$ cat src/rtl/cfgdma_pkg.sv
package cfgdma_pkg;
  localparam int CTL_W     = 32;
  localparam int LEN_W     = 32;
  localparam int DST_W     = 64;
  localparam int DESC_W    = CTL_W + LEN_W + DST_W;
  localparam int DESC_B    = DESC_W / 8;
  localparam int STAT_B    = CTL_W / 8;
  localparam int IDX_W     = 16;

  localparam int BIT_ERR   = 0;
  localparam int BIT_RD    = 1;
  localparam int BIT_SKIP  = 2;
  localparam int BIT_SEL   = 3;

  typedef enum logic [2:0] {
    ST_IDLE,
    ST_FETCH,
    ST_DECODE,
    ST_SKIP,
    ST_XFER,
    ST_STAT,
    ST_DONE
  } eng_state_e;

  typedef struct packed {
    logic [CTL_W-1:0] ctl;
    logic [LEN_W-1:0] len;
    logic [DST_W-1:0] dst;
  } desc_t;
endpackage

$ cat src/rtl/cfgdma_item_rom.sv
module cfgdma_item_rom #(
  parameter int NUM_ITEMS = 8,
  parameter int LEN_STEP  = 3,
  parameter int LEN_MOD   = 13,
  parameter int OFF_W     = 32
) (
  input  logic [cfgdma_pkg::IDX_W-1:0] item,
  input  logic [OFF_W-1:0]             off,
  output logic                         valid,
  output logic [OFF_W-1:0]             len,
  output logic [7:0]                   data
);
  localparam int SEL_W = (NUM_ITEMS > 1) ? $clog2(NUM_ITEMS) : 1;

  logic [OFF_W-1:0] len_tab [NUM_ITEMS];

  for (genvar gi = 0; gi < NUM_ITEMS; gi++) begin : g_len
    assign len_tab[gi] = OFF_W'((gi * LEN_STEP) % LEN_MOD);
  end

  always_comb begin
    valid = (32'(item) < NUM_ITEMS);
    len   = '0;
    if (valid) begin
      len = len_tab[item[SEL_W-1:0]];
    end
    data = {item[3:0], off[3:0]} ^ 8'hA5;
  end
endmodule

$ cat src/rtl/cfgdma_cursor.sv
module cfgdma_cursor #(
  parameter int OFF_W = 32
) (
  input  logic                         clk,
  input  logic                         rst_n,
  input  logic                         ld_en,
  input  logic [cfgdma_pkg::IDX_W-1:0] ld_idx,
  input  logic                         adv_en,
  input  logic [OFF_W-1:0]             adv_amt,
  input  logic                         item_valid,
  input  logic [OFF_W-1:0]             item_len,
  output logic [cfgdma_pkg::IDX_W-1:0] cur_item,
  output logic [OFF_W-1:0]             cur_off,
  output logic                         in_range,
  output logic [OFF_W-1:0]             left
);
  logic [cfgdma_pkg::IDX_W-1:0] item_d;
  logic [OFF_W-1:0]             off_d;
  logic                         upd;

  always_comb begin
    in_range = item_valid && (cur_off < item_len);
    left     = in_range ? (item_len - cur_off) : '0;
    upd      = ld_en || adv_en;
    item_d   = cur_item;
    off_d    = cur_off;
    if (ld_en) begin
      item_d = ld_idx;
      off_d  = '0;
    end else if (adv_en) begin
      off_d  = cur_off + adv_amt;
    end
  end

  always_ff @(posedge clk or negedge rst_n) begin
    if (!rst_n) begin
      cur_item <= '0;
      cur_off  <= '0;
    end else if (upd) begin
      cur_item <= item_d;
      cur_off  <= off_d;
    end
  end

  AST_SEL_RESETS_OFF: assert property (@(posedge clk) disable iff (!rst_n)
    ld_en |=> (cur_off == '0) && (cur_item == $past(ld_idx)));
  AST_OFF_WITHIN_ITEM: assert property (@(posedge clk) disable iff (!rst_n)
    (item_valid && !ld_en && !$past(ld_en)) |-> (cur_off <= item_len));
endmodule

$ cat src/rtl/cfgdma_fsm.sv
module cfgdma_fsm #(
  parameter int OFF_W = 32
) (
  input  logic                         clk,
  input  logic                         rst_n,
  input  logic                         start,
  input  logic [cfgdma_pkg::DST_W-1:0] start_addr,
  input  logic                         mem_ack,
  input  logic                         mem_err,
  input  logic [7:0]                   mem_rdata,
  input  logic                         cur_in_range,
  input  logic [OFF_W-1:0]             cur_left,
  input  logic [7:0]                   rom_data,
  output logic                         mem_req,
  output logic                         mem_we,
  output logic [cfgdma_pkg::DST_W-1:0] mem_addr,
  output logic [7:0]                   mem_wdata,
  output logic                         busy,
  output logic                         done,
  output logic                         sel_ld,
  output logic [cfgdma_pkg::IDX_W-1:0] sel_idx,
  output logic                         adv_en,
  output logic [OFF_W-1:0]             adv_amt
);
  import cfgdma_pkg::*;

  localparam int CNT_W = $clog2(DESC_B);

  eng_state_e          state_q, state_d;
  logic [DST_W-1:0]    base_q, base_d;
  logic [CNT_W-1:0]    cnt_q, cnt_d;
  desc_t               desc_q, desc_d;
  logic [LEN_W-1:0]    rem_q, rem_d;
  logic [DST_W-1:0]    dst_q, dst_d;
  logic                err_q, err_d;
  logic [OFF_W-1:0]    chunk;
  logic                want_rd, want_skip;

  always_comb begin
    chunk     = (OFF_W'(rem_q) < cur_left) ? OFF_W'(rem_q) : cur_left;
    want_rd   = desc_q.ctl[BIT_RD];
    want_skip = desc_q.ctl[BIT_SKIP] && !desc_q.ctl[BIT_RD];

    state_d   = state_q;
    base_d    = base_q;
    cnt_d     = cnt_q;
    desc_d    = desc_q;
    rem_d     = rem_q;
    dst_d     = dst_q;
    err_d     = err_q;

    mem_req   = 1'b0;
    mem_we    = 1'b0;
    mem_addr  = '0;
    mem_wdata = '0;
    sel_ld    = 1'b0;
    sel_idx   = desc_q.ctl[CTL_W-1 -: IDX_W];
    adv_en    = 1'b0;
    adv_amt   = '0;

    unique case (state_q)
      ST_IDLE: begin
        if (start) begin
          base_d  = start_addr;
          cnt_d   = '0;
          err_d   = 1'b0;
          state_d = ST_FETCH;
        end
      end
      ST_FETCH: begin
        mem_req  = 1'b1;
        mem_addr = base_q + DST_W'(cnt_q);
        if (mem_ack) begin
          if (mem_err) begin
            err_d   = 1'b1;
            cnt_d   = '0;
            state_d = ST_STAT;
          end else begin
            desc_d = desc_t'({desc_q[DESC_W-9:0], mem_rdata});
            cnt_d  = cnt_q + 1'b1;
            if (cnt_q == CNT_W'(DESC_B - 1)) begin
              state_d = ST_DECODE;
            end
          end
        end
      end
      ST_DECODE: begin
        sel_ld = desc_q.ctl[BIT_SEL];
        dst_d  = desc_q.dst;
        rem_d  = desc_q.len;
        if ((!want_rd && !want_skip) || (desc_q.len == '0)) begin
          state_d = ST_STAT;
        end else if (want_rd) begin
          state_d = ST_XFER;
        end else begin
          state_d = ST_SKIP;
        end
      end
      ST_SKIP: begin
        adv_en  = 1'b1;
        adv_amt = chunk;
        state_d = ST_STAT;
      end
      ST_XFER: begin
        mem_req   = 1'b1;
        mem_we    = 1'b1;
        mem_addr  = dst_q;
        mem_wdata = cur_in_range ? rom_data : 8'h00;
        if (mem_ack) begin
          if (mem_err) begin
            err_d   = 1'b1;
            adv_en  = cur_in_range;
            adv_amt = chunk;
            state_d = ST_STAT;
          end else begin
            adv_en  = cur_in_range;
            adv_amt = OFF_W'(1);
            rem_d   = rem_q - 1'b1;
            dst_d   = dst_q + 1'b1;
            if (rem_q == LEN_W'(1)) begin
              state_d = ST_STAT;
            end
          end
        end
      end
      ST_STAT: begin
        mem_req  = 1'b1;
        mem_we   = 1'b1;
        mem_addr = base_q + DST_W'(cnt_q);
        if (cnt_q == CNT_W'(STAT_B - 1)) begin
          mem_wdata = {7'b0, err_q};
        end
        if (mem_ack) begin
          cnt_d = cnt_q + 1'b1;
          if (cnt_q == CNT_W'(STAT_B - 1)) begin
            state_d = ST_DONE;
          end
        end
      end
      ST_DONE: begin
        state_d = ST_IDLE;
      end
      default: state_d = ST_IDLE;
    endcase

    busy = (state_q != ST_IDLE) && (state_q != ST_DONE);
    done = (state_q == ST_DONE);
  end

  always_ff @(posedge clk or negedge rst_n) begin
    if (!rst_n) begin
      state_q <= ST_IDLE;
      base_q  <= '0;
      cnt_q   <= '0;
      desc_q  <= '0;
      rem_q   <= '0;
      dst_q   <= '0;
      err_q   <= 1'b0;
    end else begin
      state_q <= state_d;
      base_q  <= base_d;
      cnt_q   <= cnt_d;
      desc_q  <= desc_d;
      rem_q   <= rem_d;
      dst_q   <= dst_d;
      err_q   <= err_d;
    end
  end

  AST_REQ_HELD: assert property (@(posedge clk) disable iff (!rst_n)
    (mem_req && !mem_ack) |=> (mem_req && $stable(mem_addr) && $stable(mem_we)
                               && $stable(mem_wdata)));
  AST_DONE_ONE_CYCLE: assert property (@(posedge clk) disable iff (!rst_n)
    done |=> !done);
  AST_DONE_NOT_BUSY: assert property (@(posedge clk) disable iff (!rst_n)
    done |-> (!busy && !mem_req));
  AST_IDLE_QUIET: assert property (@(posedge clk) disable iff (!rst_n)
    !busy |-> !mem_req);
  AST_FETCH_ERR_STOPS: assert property (@(posedge clk) disable iff (!rst_n)
    (state_q == ST_FETCH && mem_ack && mem_err) |=> (!sel_ld && !adv_en && mem_we));
endmodule

$ cat src/rtl/cfg_dma_engine.sv
module cfg_dma_engine #(
  parameter int NUM_ITEMS = 8,
  parameter int LEN_STEP  = 3,
  parameter int LEN_MOD   = 13
) (
  input  logic        clk,
  input  logic        rst_n,
  input  logic        start,
  input  logic [63:0] start_addr,
  input  logic        sel_wr,
  input  logic [15:0] sel_idx,
  output logic        busy,
  output logic        done,
  output logic [15:0] cur_item,
  output logic [31:0] cur_off,
  output logic        mem_req,
  output logic        mem_we,
  output logic [63:0] mem_addr,
  output logic [7:0]  mem_wdata,
  input  logic        mem_ack,
  input  logic [7:0]  mem_rdata,
  input  logic        mem_err
);
  localparam int OFF_W = cfgdma_pkg::LEN_W;

  logic             eng_sel_ld;
  logic [15:0]      eng_sel_idx;
  logic             adv_en;
  logic [OFF_W-1:0] adv_amt;
  logic             ld_en;
  logic [15:0]      ld_idx;
  logic             item_valid;
  logic [OFF_W-1:0] item_len;
  logic [7:0]       rom_data;
  logic             in_range;
  logic [OFF_W-1:0] left;

  always_comb begin
    ld_en  = eng_sel_ld || (sel_wr && !busy);
    ld_idx = eng_sel_ld ? eng_sel_idx : sel_idx;
  end

  cfgdma_item_rom #(
    .NUM_ITEMS(NUM_ITEMS), .LEN_STEP(LEN_STEP), .LEN_MOD(LEN_MOD), .OFF_W(OFF_W)
  ) u_rom (
    .item(cur_item), .off(cur_off), .valid(item_valid), .len(item_len), .data(rom_data)
  );

  cfgdma_cursor #(.OFF_W(OFF_W)) u_cursor (
    .clk(clk), .rst_n(rst_n),
    .ld_en(ld_en), .ld_idx(ld_idx),
    .adv_en(adv_en), .adv_amt(adv_amt),
    .item_valid(item_valid), .item_len(item_len),
    .cur_item(cur_item), .cur_off(cur_off),
    .in_range(in_range), .left(left)
  );

  cfgdma_fsm #(.OFF_W(OFF_W)) u_fsm (
    .clk(clk), .rst_n(rst_n),
    .start(start), .start_addr(start_addr),
    .mem_ack(mem_ack), .mem_err(mem_err), .mem_rdata(mem_rdata),
    .cur_in_range(in_range), .cur_left(left), .rom_data(rom_data),
    .mem_req(mem_req), .mem_we(mem_we), .mem_addr(mem_addr), .mem_wdata(mem_wdata),
    .busy(busy), .done(done),
    .sel_ld(eng_sel_ld), .sel_idx(eng_sel_idx),
    .adv_en(adv_en), .adv_amt(adv_amt)
  );

  AST_BUSY_BLOCKS_SEL: assert property (@(posedge clk) disable iff (!rst_n)
    (busy && sel_wr && !eng_sel_ld) |=> (cur_item == $past(cur_item)));
endmodule

$ cat config.mk
export PLATFORM = sky130hd
export DESIGN_NAME = cfg_dma_engine
export DESIGN_NICKNAME = d
export VERILOG_FILES = /design/src/rtl/cfgdma_pkg.sv /design/src/rtl/cfgdma_item_rom.sv /design/src/rtl/cfgdma_cursor.sv /design/src/rtl/cfgdma_fsm.sv /design/src/rtl/cfg_dma_engine.sv
export SDC_FILE = /design/constraint.sdc
export NUM_CORES = 1
export LEC_CHECK = 0
export CAP_MARGIN = 15
export CORE_MARGIN = 3
export CORE_UTILIZATION = 51
export CTS_CLUSTER_SIZE = 28
export DETAILED_ROUTE_END_ITERATION = 8
export GPL_ROUTABILITY_DRIVEN = 0
export GPL_TIMING_DRIVEN = 0
export PLACE_DENSITY = 0.7
export SYNTH_ARGS = -nofsm -noshare
export SYNTH_HDL_FRONTEND = slang
export SYNTH_HIERARCHICAL = 1
export SYNTH_SLANG_ARGS = --single-unit
$ cat constraint.sdc
create_clock -name clk -period 14.66 [get_ports clk]
set_input_delay 2.932 -clock clk [delete_from_list [all_inputs] [get_ports clk]]
set_output_delay 2.932 -clock clk [all_outputs]
set_load 0.005 [all_outputs]
==> reports/metrics.csv <==
stage,metric,value,unit
detailed_routing,drt first pass iters,9,
grt,initial antenna violation count,0,
cts,clock sink count,344,
cts,CTS tree,yes,
cts,hold_buf cts,0,
synthesis,mux cell area share after synthesis,0.136,
worst_setup_path,CP endpoint kind,flip-flop,
sta,Slew @ Worst Pin,1030,ps
detailed_routing,vias per std cell,6.07,
floorplanning,DIE AREA,0.0473,mm2
detailed_routing,vias post-DR,20600,
synthesis,cells after synthesis,2501,
detailed_routing,"antenna viol nets, final",0,
place,placed cells,3332,
layout,final non-filler cell total,3399,
floorplanning,# rows,76,
worst_setup_path,CP max stage delay,550,ps
grt,first-pass GRT wire length,112,mm
worst_setup_path,CP Launch Point,u_cursor/cur_item[15]$_DFFE_PN0P_,
synthesis,Post-Syn Area,0.0228,mm2
floorplanning,Die Span Y,218,um
synthesis,"count leader, synth",dfrtp_1,
pwr,Power Density,176,mW/mm2
place,Port-buffer cells,216,
sta,Max Fclk,0.105,GHz
worst_setup_path,Critical R2R Launch,u_cursor/cur_item[15]$_DFFE_PN0P_,
detailed_routing,Starting DRT DRC Count,1724,
worst_setup_path,depth of the worst register-to-register path,35,
place,hpwl dp,54.8,mm
synthesis,post-synth top area cell,dfrtp_1,
floorplanning,Die W,218,um
grt,vias in the first global route,20400,
floorplanning,num ports,218,
synthesis,Synth Area in XOR/XNOR,0.0434,
worst_hold_path,hold endpoint,u_fsm/sel_idx[15]$_DFFE_PN0P_,
synthesis,library cells used by synthesis,96,
sta,setup violators final,0,
sta,clk_skew,32.2,ps
cts,clock root cell,clkbuf_16,
worst_setup_path,critical path's slowest cell,clkbuf_1,
sta,Worst slew margin,0.316,
detailed_routing,DR WL/cell,21.3,um
sta,Slew Limit Fails,0,
synthesis,Adder-Cell Fraction of Synth Area,0.0602,
cts,H-tree levels,2,
worst_setup_path,Critical R2R Capture,u_cursor/cur_off[26]$_DFFE_PN0N_,
synthesis,largest family of logic cells by synthesized area,simple AND/OR/NAND/NOR gates,
grt,total grt overflow,0,
cts,clock latency on the worst-skew pair,580,ps
synthesis,Compound-Gate Fraction of Synth Area,0.157,
layout,Finished Core Util,0.623,
synthesis,yosys warns,6,
synthesis,Yosys top cell area share,0.377,
pwr,Pleak,11.6,nW
layout,nets@finish,2991,
synthesis,Post-synth EDFFs,0,
floorplanning,Starting Density,0.523,
synthesis,Avg Inst Size Synth,9.12,um2
detailed_routing,final WL,72.6,mm
synthesis,Area contributors post-synth,"dfrtp_1 38%, mux2_2 10%, ha_1 5.8%",
synthesis,sequential fraction of the synthesis area,0.377,
layout,Antenna Cells,0,
cts,Setup Buffers After CTS,0,
cts,Inserted Clock Buffers,40,
worst_hold_path,hold depth,1,
floorplanning,core region area,0.0436,mm2
synthesis,top_reg_cell synth,dfrtp_1,
pwr,Peak VDD IR,0.000128,V
cts,Clock Path Buffers,3,
grt,pin count of the biggest net entering global routing,112,
worst_hold_path,Hold WC Path Type,flip-flop to flip-flop,
sta,Final Hold Vio Count,0,
grt,Total GRT Usage,0.300,
worst_setup_path,crit path kind,flip-flop to flip-flop,
sta,RSZ-0062 raised after global routing,no,
worst_setup_path,Critical Path Most Common Cell,o21ai_1,
flow_run,Max-cap violations,0,
worst_setup_path,Worst Path Required,15100,ps
synthesis,"FF+latch count, synth",344,
layout,fraction of layout cells with a size suffix above 1,0.135,
sta,hold slack,506,ps
status,status,finished clean,
cts,clk slew on worst S/H paths,60,ps
worst_setup_path,Critical Path Start Type,flip-flop,
layout,Syn-to-layout area delta,19.2,%
sta,Final period util,0.650,
synthesis,async set or reset register ratio after synthesis,1.00,
synthesis,simple-gate portion of the synthesized area,0.169,
worst_setup_path,Crit Path Max Fanout,10,
worst_setup_path,CP arrival,9970,ps
synthesis,Synth top cells by count,"344 x dfrtp_1, 234 x nor2_1, 209 x mux2_2",
sta,Final min period,9540,ps
worst_hold_path,worst hold start,u_fsm/sel_idx[15]$_DFFE_PN0P_,
detailed_routing,# DRC,0,
worst_setup_path,FF-to-FF setup slack,5120,ps
cts,Resize count post-CTS,0,
## per-stage QoR
step / instance area (um2) / power, mW / setup TNS, ps / setup slack (ps)
2_1_floorplan: 22900 / 2.82 / 0 / 7310
3_3_place_gp: 25800 / 3.69 / -1468520 / -4310
3_5_place_dp: 25900 / 3.75 / 0 / 5210
4_1_cts: 27200 / 4.78 / 0 / 5160
5_1_grt: 27200 / 5.08 / 0 / 4380
6_report: 27200 / 4.80 / 0 / 5120
## report_power, final
group | internal [mW] | leakage [nW] | switching (mW)
clock | 0.587 | 0.632 | 0.417
sequential | 1.27 | 4.40 | 0.418
combinational | 0.983 | 6.60 | 1.12
total | 2.84 | 11.6 | 1.96
## cells in the final DEF, fill, tap and decap left out, types with 49 or more instances in the layout
cell and instances:
dfrtp_1 344, nor2_1 234, clkdlybuf4s50_1 215, mux2_2 209, a21oi_1 201, nand2_1 193
o21ai_0 172, clkbuf_1 112, ha_1 105, inv_1 103, nand3_1 81, xnor2_1 60
mux2i_1 60, nand4_1 57, xor2_1 53, buf_4 49
## registers in the layout (all words and copies together) (netlist names)
register and flops:
u_cursor/cur_item 16, u_fsm/base_q 64, u_fsm/desc_q 112, u_cursor/cur_off 32, u_fsm/rem_q 32, u_fsm/cnt_q 4, u_fsm/state_q 3, u_fsm/dst_q 64
u_fsm/sel_idx 16, u_fsm/err_q 1
## how the worst max path moves through the flow
| stage | cells past startpoint | to |
|---|---|---|
| 4_1_cts | 35 | u_cursor/cur_off[26]$_DFFE_PN0N_ |
| 6_report | 35 | u_cursor/cur_off[26]$_DFFE_PN0N_ |
| 3_5_place_dp | 35 | u_cursor/cur_off[26]$_DFFE_PN0N_ |
| 5_1_grt | 37 | u_cursor/cur_off[26]$_DFFE_PN0N_ |
| 2_1_floorplan | 35 | u_cursor/cur_off[31]$_DFFE_PN0N_ |
| 3_3_place_gp | 1 | u_fsm/base_q[12]$_DFFE_PN0P_ |
## final cells by class
cell class	instances	area, um2
flip-flops and latches	344	8610
clock buffers	53	1110
clock inverters	14	193
inverters	103	387
multi-input cells	1905	13000
repair buffers	219	2250
well taps	585	732
plain buffers	176	906
fillers	3621	16400
## layer usage
layer | up-vias | share of wire | global-route usage
li1 | 9524 | - | -
met1 | 9875 | 0.39 | 0.373
met2 | 994 | 0.47 | 0.497
met3 | 249 | 0.071 | 0.0415
met4 | 0 | 0.067 | 0.184
met5 | - | 0 | 0
## critical path, delay by kind of cell, from the launching register on
kind                       cells  cell delay, ps
buffers and inverters          4             970
and+or+nand+nor               10            2680
adders and majority gates      4            1220
AOI/OAI and AO/OA             17            4130
DFF                            1             400
## cell families after synthesis
logic type	Yosys count
compound gates	595
xor+xnor	113
fa+ha+maj	108
buf+inv	279
flops	344
mux	279
other cells	1
simple gates	782
No activity file was read; power rests on OpenSTA's default activity.
